<file path="config.mk">
export PLATFORM = sky130hd
export DESIGN_NAME = calseq_ctrl
export DESIGN_NICKNAME = d
export VERILOG_FILES = /design/src/rtl/calseq_pkg.sv /design/src/rtl/calseq_plan.sv /design/src/rtl/calseq_timer.sv /design/src/rtl/calseq_coef_dec.sv /design/src/rtl/calseq_ctrl.sv
export SDC_FILE = /design/constraint.sdc
export NUM_CORES = 1
export LEC_CHECK = 0
export BUFFER_PORTS_ARGS = -buffer_cell sky130_fd_sc_hd__buf_2
export CAP_MARGIN = 10
export CORE_MARGIN = 8
export CORE_UTILIZATION = 57
export CTS_CLUSTER_SIZE = 14
export DETAILED_ROUTE_END_ITERATION = 8
export GPL_TIMING_DRIVEN = 0
export MAX_ROUTING_LAYER = met4
export PLACE_DENSITY_LB_ADDON = 0.3
export SYNTH_ARGS = -nofsm -noshare
export SYNTH_HDL_FRONTEND = slang
export SYNTH_SLANG_ARGS = --single-unit
</file>
<file path="constraint.sdc">
create_clock -name clk -period 2.8 [get_ports clk]
set_clock_uncertainty 0.1 [all_clocks]
set_input_delay 0.14 -clock clk [delete_from_list [all_inputs] [get_ports clk]]
set_output_delay 0.14 -clock clk [all_outputs]
set_load 0.01 [all_outputs]
</file>
<file path="src/rtl/calseq_pkg.sv">
package calseq_pkg;

   localparam int NUM_PHASES = 3;

   typedef enum logic [1:0] {
      PH_DAC  = 2'd0,
      PH_GAIN = 2'd1,
      PH_OFFS = 2'd2,
      PH_NONE = 2'd3
   } phase_e;

   // Phase subset chosen by the low two bits of the calibration code.
   function automatic logic [NUM_PHASES-1:0] subset_of(input logic [1:0] sel);
      logic [NUM_PHASES-1:0] m;
      case (sel)
         2'b00:   m = 3'b111;
         2'b01:   m = 3'b110;
         2'b10:   m = 3'b100;
         default: m = 3'b010;
      endcase
      return m;
   endfunction

   // First phase in the mask that comes after cur (PH_NONE means "from the start").
   function automatic phase_e step_after(input logic [NUM_PHASES-1:0] mask,
                                         input phase_e cur);
      phase_e res;
      res = PH_NONE;
      for (int k = NUM_PHASES - 1; k >= 0; k--) begin
         if (mask[k] && (cur == PH_NONE || k > int'(cur)))
            res = phase_e'(k);
      end
      return res;
   endfunction

endpackage

</file>
<file path="src/rtl/calseq_plan.sv">
module calseq_plan
   import calseq_pkg::*;
#(
   parameter int CODE_W = 3
) (
   input  logic [CODE_W-1:0]     code,
   output logic [NUM_PHASES-1:0] mask,
   output logic                  sys
);
   generate
      if (CODE_W != 3) begin : g_bad_code
         $error("calseq_plan: CODE_W must be 3");
      end
   endgenerate

   always_comb begin
      mask = subset_of(code[1:0]);
      sys  = code[CODE_W-1];
   end
endmodule

</file>
<file path="src/rtl/calseq_timer.sv">
module calseq_timer
   import calseq_pkg::*;
#(
   parameter int DAC_CYC  = 83343,
   parameter int GAIN_CYC = 27781,
   parameter int OFFS_CYC = 13889,
   parameter int CNT_W    = 17
) (
   input  logic   clk,
   input  logic   rst_n,
   input  logic   load,
   input  phase_e load_phase,
   output logic   last
);
   logic [CNT_W-1:0] cnt_q;
   logic [CNT_W-1:0] len_m1;

   always_comb begin
      case (load_phase)
         PH_DAC:  len_m1 = CNT_W'(DAC_CYC - 1);
         PH_GAIN: len_m1 = CNT_W'(GAIN_CYC - 1);
         PH_OFFS: len_m1 = CNT_W'(OFFS_CYC - 1);
         default: len_m1 = '0;
      endcase
   end

   always_ff @(posedge clk or negedge rst_n) begin
      if (!rst_n)             cnt_q <= '0;
      else if (load)          cnt_q <= len_m1;
      else if (cnt_q != '0)   cnt_q <= cnt_q - 1'b1;
   end

   assign last = (cnt_q == '0);
endmodule

</file>
<file path="src/rtl/calseq_coef_dec.sv">
module calseq_coef_dec #(
   parameter int SEL_W = 2,
   localparam int N_REG = 1 << SEL_W
) (
   input  logic [SEL_W-1:0] sel,
   input  logic             enable,
   output logic [N_REG-1:0] onehot
);
   generate
      for (genvar i = 0; i < N_REG; i++) begin : g_line
         assign onehot[i] = enable && (sel == SEL_W'(i));
      end
   endgenerate
endmodule

</file>
<file path="src/rtl/calseq_ctrl.sv">
module calseq_ctrl
   import calseq_pkg::*;
#(
   parameter int DAC_CYC  = 83343,
   parameter int GAIN_CYC = 27781,
   parameter int OFFS_CYC = 13889,
   parameter int SEL_W    = 2,
   localparam int MAX_A   = (DAC_CYC > GAIN_CYC) ? DAC_CYC : GAIN_CYC,
   localparam int MAX_CYC = (MAX_A > OFFS_CYC) ? MAX_A : OFFS_CYC,
   localparam int CNT_W   = $clog2(MAX_CYC + 1),
   localparam int N_REG   = 1 << SEL_W
) (
   input  logic                  clk,
   input  logic                  rst_n,
   input  logic                  start_req,
   input  logic [2:0]            cal_code,
   input  logic [SEL_W-1:0]      coef_sel,
   output logic                  busy,
   output logic                  start_bit,
   output logic [NUM_PHASES-1:0] phase_oh,
   output logic                  phase_sys,
   output logic                  phase_done,
   output logic                  seq_done,
   output logic [N_REG-1:0]      coef_en
);
   generate
      if (DAC_CYC < 1 || GAIN_CYC < 1 || OFFS_CYC < 1) begin : g_bad_len
         $error("calseq_ctrl: every phase length must be at least one cycle");
      end
      if (SEL_W < 1) begin : g_bad_sel
         $error("calseq_ctrl: SEL_W must be positive");
      end
   endgenerate

   logic [NUM_PHASES-1:0] req_mask, mask_q;
   logic                  req_sys, sys_q;
   phase_e                cur_q, first_ph, next_ph, load_ph;
   logic                  busy_q, stbit_q;
   logic                  accept, ph_end, tmr_last, tmr_load;

   calseq_plan #(.CODE_W(3)) u_plan (
      .code (cal_code),
      .mask (req_mask),
      .sys  (req_sys)
   );

   assign accept   = start_req && !busy_q;
   assign first_ph = step_after(req_mask, PH_NONE);
   assign next_ph  = step_after(mask_q, cur_q);
   assign ph_end   = busy_q && tmr_last;
   assign tmr_load = accept || (ph_end && next_ph != PH_NONE);
   assign load_ph  = accept ? first_ph : next_ph;

   calseq_timer #(
      .DAC_CYC  (DAC_CYC),
      .GAIN_CYC (GAIN_CYC),
      .OFFS_CYC (OFFS_CYC),
      .CNT_W    (CNT_W)
   ) u_timer (
      .clk        (clk),
      .rst_n      (rst_n),
      .load       (tmr_load),
      .load_phase (load_ph),
      .last       (tmr_last)
   );

   always_ff @(posedge clk or negedge rst_n) begin
      if (!rst_n) begin
         cur_q   <= PH_NONE;
         mask_q  <= '0;
         sys_q   <= 1'b0;
         busy_q  <= 1'b0;
         stbit_q <= 1'b0;
      end else if (accept) begin
         cur_q   <= first_ph;
         mask_q  <= req_mask;
         sys_q   <= req_sys;
         busy_q  <= 1'b1;
         stbit_q <= 1'b1;
      end else if (ph_end) begin
         cur_q <= next_ph;
         if (next_ph == PH_NONE) begin
            busy_q  <= 1'b0;
            stbit_q <= 1'b0;
            sys_q   <= 1'b0;
         end
      end
   end

   generate
      for (genvar p = 0; p < NUM_PHASES; p++) begin : g_ph
         assign phase_oh[p] = busy_q && (cur_q == phase_e'(p));
      end
   endgenerate

   calseq_coef_dec #(.SEL_W(SEL_W)) u_coef (
      .sel    (coef_sel),
      .enable (!busy_q),
      .onehot (coef_en)
   );

   assign busy       = busy_q;
   assign start_bit  = stbit_q;
   assign phase_sys  = sys_q;
   assign phase_done = ph_end;
   assign seq_done   = ph_end && (next_ph == PH_NONE);
endmodule

</file>
==> impl_metrics.yaml <==
status:
  status: "finished clean"
worst_setup_path:
  slowest_delay_ps: 540
  cp_data_arrival_time_ps: 2400
  path_cells: "or4_4, buf_6, nor4_4, nand3_1, nor2_1, buf_2"
  critical-path-slowest-cell: "or4_4"
  cp_max_fo: 8
  worstPathRequired_ps: 2560
  critPathLaunchType: "flop"
  critPathKind: "flop to output port"
  end_kind: "output port"
finish:
  fin_cells: 228
  area_delta_synth_final_pct: 15.0
  drive_above_1_share: 0.183
  utilization: 0.671
  nets: 216
  antenna_cells: 0
  fillCellCount: 227
timing:
  fmax_mhz: 379
  worst_pin_slew_ps: 943
  setup_slack_ps: 158
  setup_violations: 0
  setup_tns_ps: 0
  fin_crit_ps: 2640
  period_share: 0.944
  slew_violations: 0
  finalHoldViolations: 0
  rsz0062_at_grt: "no"
  relSlewSlack: 0.363
global_route:
  track_usage: 0.179
  antenna_found_initial: 0
  grt_max_degree: 25
  grtUsageMet1: 0.217
  gr-total-overflow: 0
  first_global_vias: 1318
  grtUsageMet3: 0.0245
  grt_pass1_wl_mm: 6.23
  grt.busiest_layer: "met2"
  met2_usage: 0.296
placed_design:
  portBuffers: 19
  gp_congestion: 0.847
  place_hpwl_mm: 2.68
  placedCellCount: 220
  place_ws_ps: 118
min_path:
  hold_path.class: "input pin to flop"
floorplanning:
  die_w_um: 68.4
  ios: 20
  initial_core_util: 0.584
  core-area_sq_um: 2690
  core.rowCount: 19
  dieArea_sq_um: 4680
  die_h_um: 68.4
logic_synthesis:
  ys_ff_latch: 24
  yosys_warnings: 0
  avgSynthCellArea_sq_um: 9.22
  ys_seq_area_frac: 0.385
  synthesis.area_sq_um: 1570
  ys_types: 44
  synth_cells: 170
  syn-num-nets: 188
detailed_routing:
  drt-total-wl_mm: 3.75
  vias: 1407
  drtAntennaViolNets: 0
  drcViolationCount: 0
  vias_per_cell: 6.17
  firstDrtPassIters: 4
  drtIter0Drc: 83
  wl_per_cell_um: 16.4
pwr:
  powerDensity_nw_per_um2: 851
  p_leak_nw: 0.760
  peakVddDrop_v: 0.000537
  finalPower_mw: 1.53
clock_network:
  cts_max_path_buffers: 2
  h-tree-depth: 1
  cts_tree: "yes"
  numCtsBuffers: 3
  post-cts-setup-buffers: 0
  clk_pin_slew_ps: 140
  cts-root-buf: "clkbuf_4"
  clock_latency_ps: 320
  cts_sinks: 24
run:
  cap_viol_max_count: 0
[final timing paths]
| kind | startpoint | to | slack (ps) | cells after the start |
|---|---|---|---|---|
| min reg2reg | mask_q[1] | mask_q[1] | 440 | 1 |
| min in group asynchronous | rst_n | u_timer.cnt_q[3] | 220 | 2 |
| min | cal_code[2] | phase_sys | 20 | 3 |
| max | u_timer.cnt_q[7] | seq_done | 160 | 6 |
| max in group asynchronous | rst_n | cur_q[1] | 2000 | 2 |
| max reg2reg | u_timer.cnt_q[7] | u_timer.cnt_q[8] | 180 | 7 |
[flip-flops by register name, indices dropped and copies added, names as in the netlist]
signal,flops
phase_sys,1
mask_q,3
u_timer.cnt_q,17
start_bit,1
cur_q,2
[synthesized netlist by cell type (all sizes together)]
cell type	instances	share of area
dfstp	2	0.034
a21oi	5	0.016
xnor2	10	0.056
nor4	5	0.024
nor2b	3	0.012
clkbuf	7	0.017
or2	1	0.0040
o31ai	2	0.0096
a31oi	3	0.012
o22ai	8	0.032
o211a	1	0.0064
o311ai	2	0.011
buf	4	0.022
and2	4	0.016
or4	7	0.038
o211ai	2	0.0096
a41oi	3	0.017
o21a	1	0.0048
inv	11	0.026
or3b	1	0.0056
ha	10	0.080
nand2b	3	0.012
and3b	1	0.0056
mux2i	2	0.013
nand2	8	0.019
dfrtp	22	0.35
mux2	1	0.0072
nor3b	2	0.0096
o22a	1	0.0056
o32ai	1	0.0056
nor3	6	0.019
nor4b	1	0.0056
or4b	1	0.0064
a2111o	1	0.0072
nand4	1	0.0040
nand3	3	0.0096
nor2	12	0.029
o21ai	12	0.038
[cell type report]
class | count | area, sq um | area share
well taps | 31 | 38.8 | 0.0215
clock buffers | 3 | 22.5 | 0.0125
multi-input cells | 124 | 871 | 0.483
repair buffers | 23 | 135 | 0.0749
clock inverters | 1 | 30.0 | 0.0167
plain buffers | 11 | 61.3 | 0.0340
inverters | 11 | 41.3 | 0.0229
flip-flops and latches | 24 | 603 | 0.334
[cell usage in the layout, fill, tap and decap left out, types with 4 or more instances in the layout]
| cell type | n |
|---|---|
| dfrtp_1 | 22 |
| buf_2 | 20 |
| nor2_1 | 12 |
| inv_1 | 11 |
| o21ai_0 | 10 |
| xnor2_1 | 10 |
| ha_1 | 10 |
| nand2_1 | 8 |
| o22ai_1 | 8 |
| clkbuf_1 | 7 |
| nor3_1 | 6 |
| a21oi_1 | 5 |
| or4_1 | 5 |
| and2_1 | 4 |
| nor4_1 | 4 |
| dlygate4sd3_1 | 4 |
[layer usage]
metal | share of wire | vias to the layer above | routed length, um
li1 | - | 672 | -
met1 | 0.43 | 686 | 1620
met2 | 0.51 | 40 | 1910
met3 | 0.041 | 9 | 154
met4 | 0.017 | 0 | 64
met5 | 0 | - | 0
[per-stage QoR]
| stage | instance area, sq um | hold slack, ps |
|---|---|---|
| after floorplan | 1570 | -256 |
| after global placement | 1700 | 45.0 |
| after detailed placement | 1700 | 56.3 |
| after CTS | 1790 | 9.44 |
| after global routing | 1800 | 31.4 |
| final | 1800 | 15.2 |
[cells by family after synthesis]
group	after synthesis	share of synthesized area
xor+xnor	10	0.0559
mux	3	0.0200
buf+inv	22	0.0654
fa+ha+maj	10	0.0798
simple gates	59	0.219
compound gates	42	0.175
flops	24	0.385
[worst max-delay path: cells and delay by family, from the launching register on]
kind,cells,cell delay (ps)
and+or+nand+nor,4,1320
buffers and inverters,2,310
DFF,1,440
[power by group]
part	switching, mW	internal (mW)
Clock	0.113	0.145
Sequential	0.137	0.483
Combinational	0.364	0.293
Total	0.614	0.920
[timing repair]
item                                    4_1_cts  5_1_grt
endpoints found under the hold margin        24        0
endpoints found under the setup margin        0       10
resized for setup                             0        1
hold buffers                                  4        0
(Power assumes the default switching activity.)
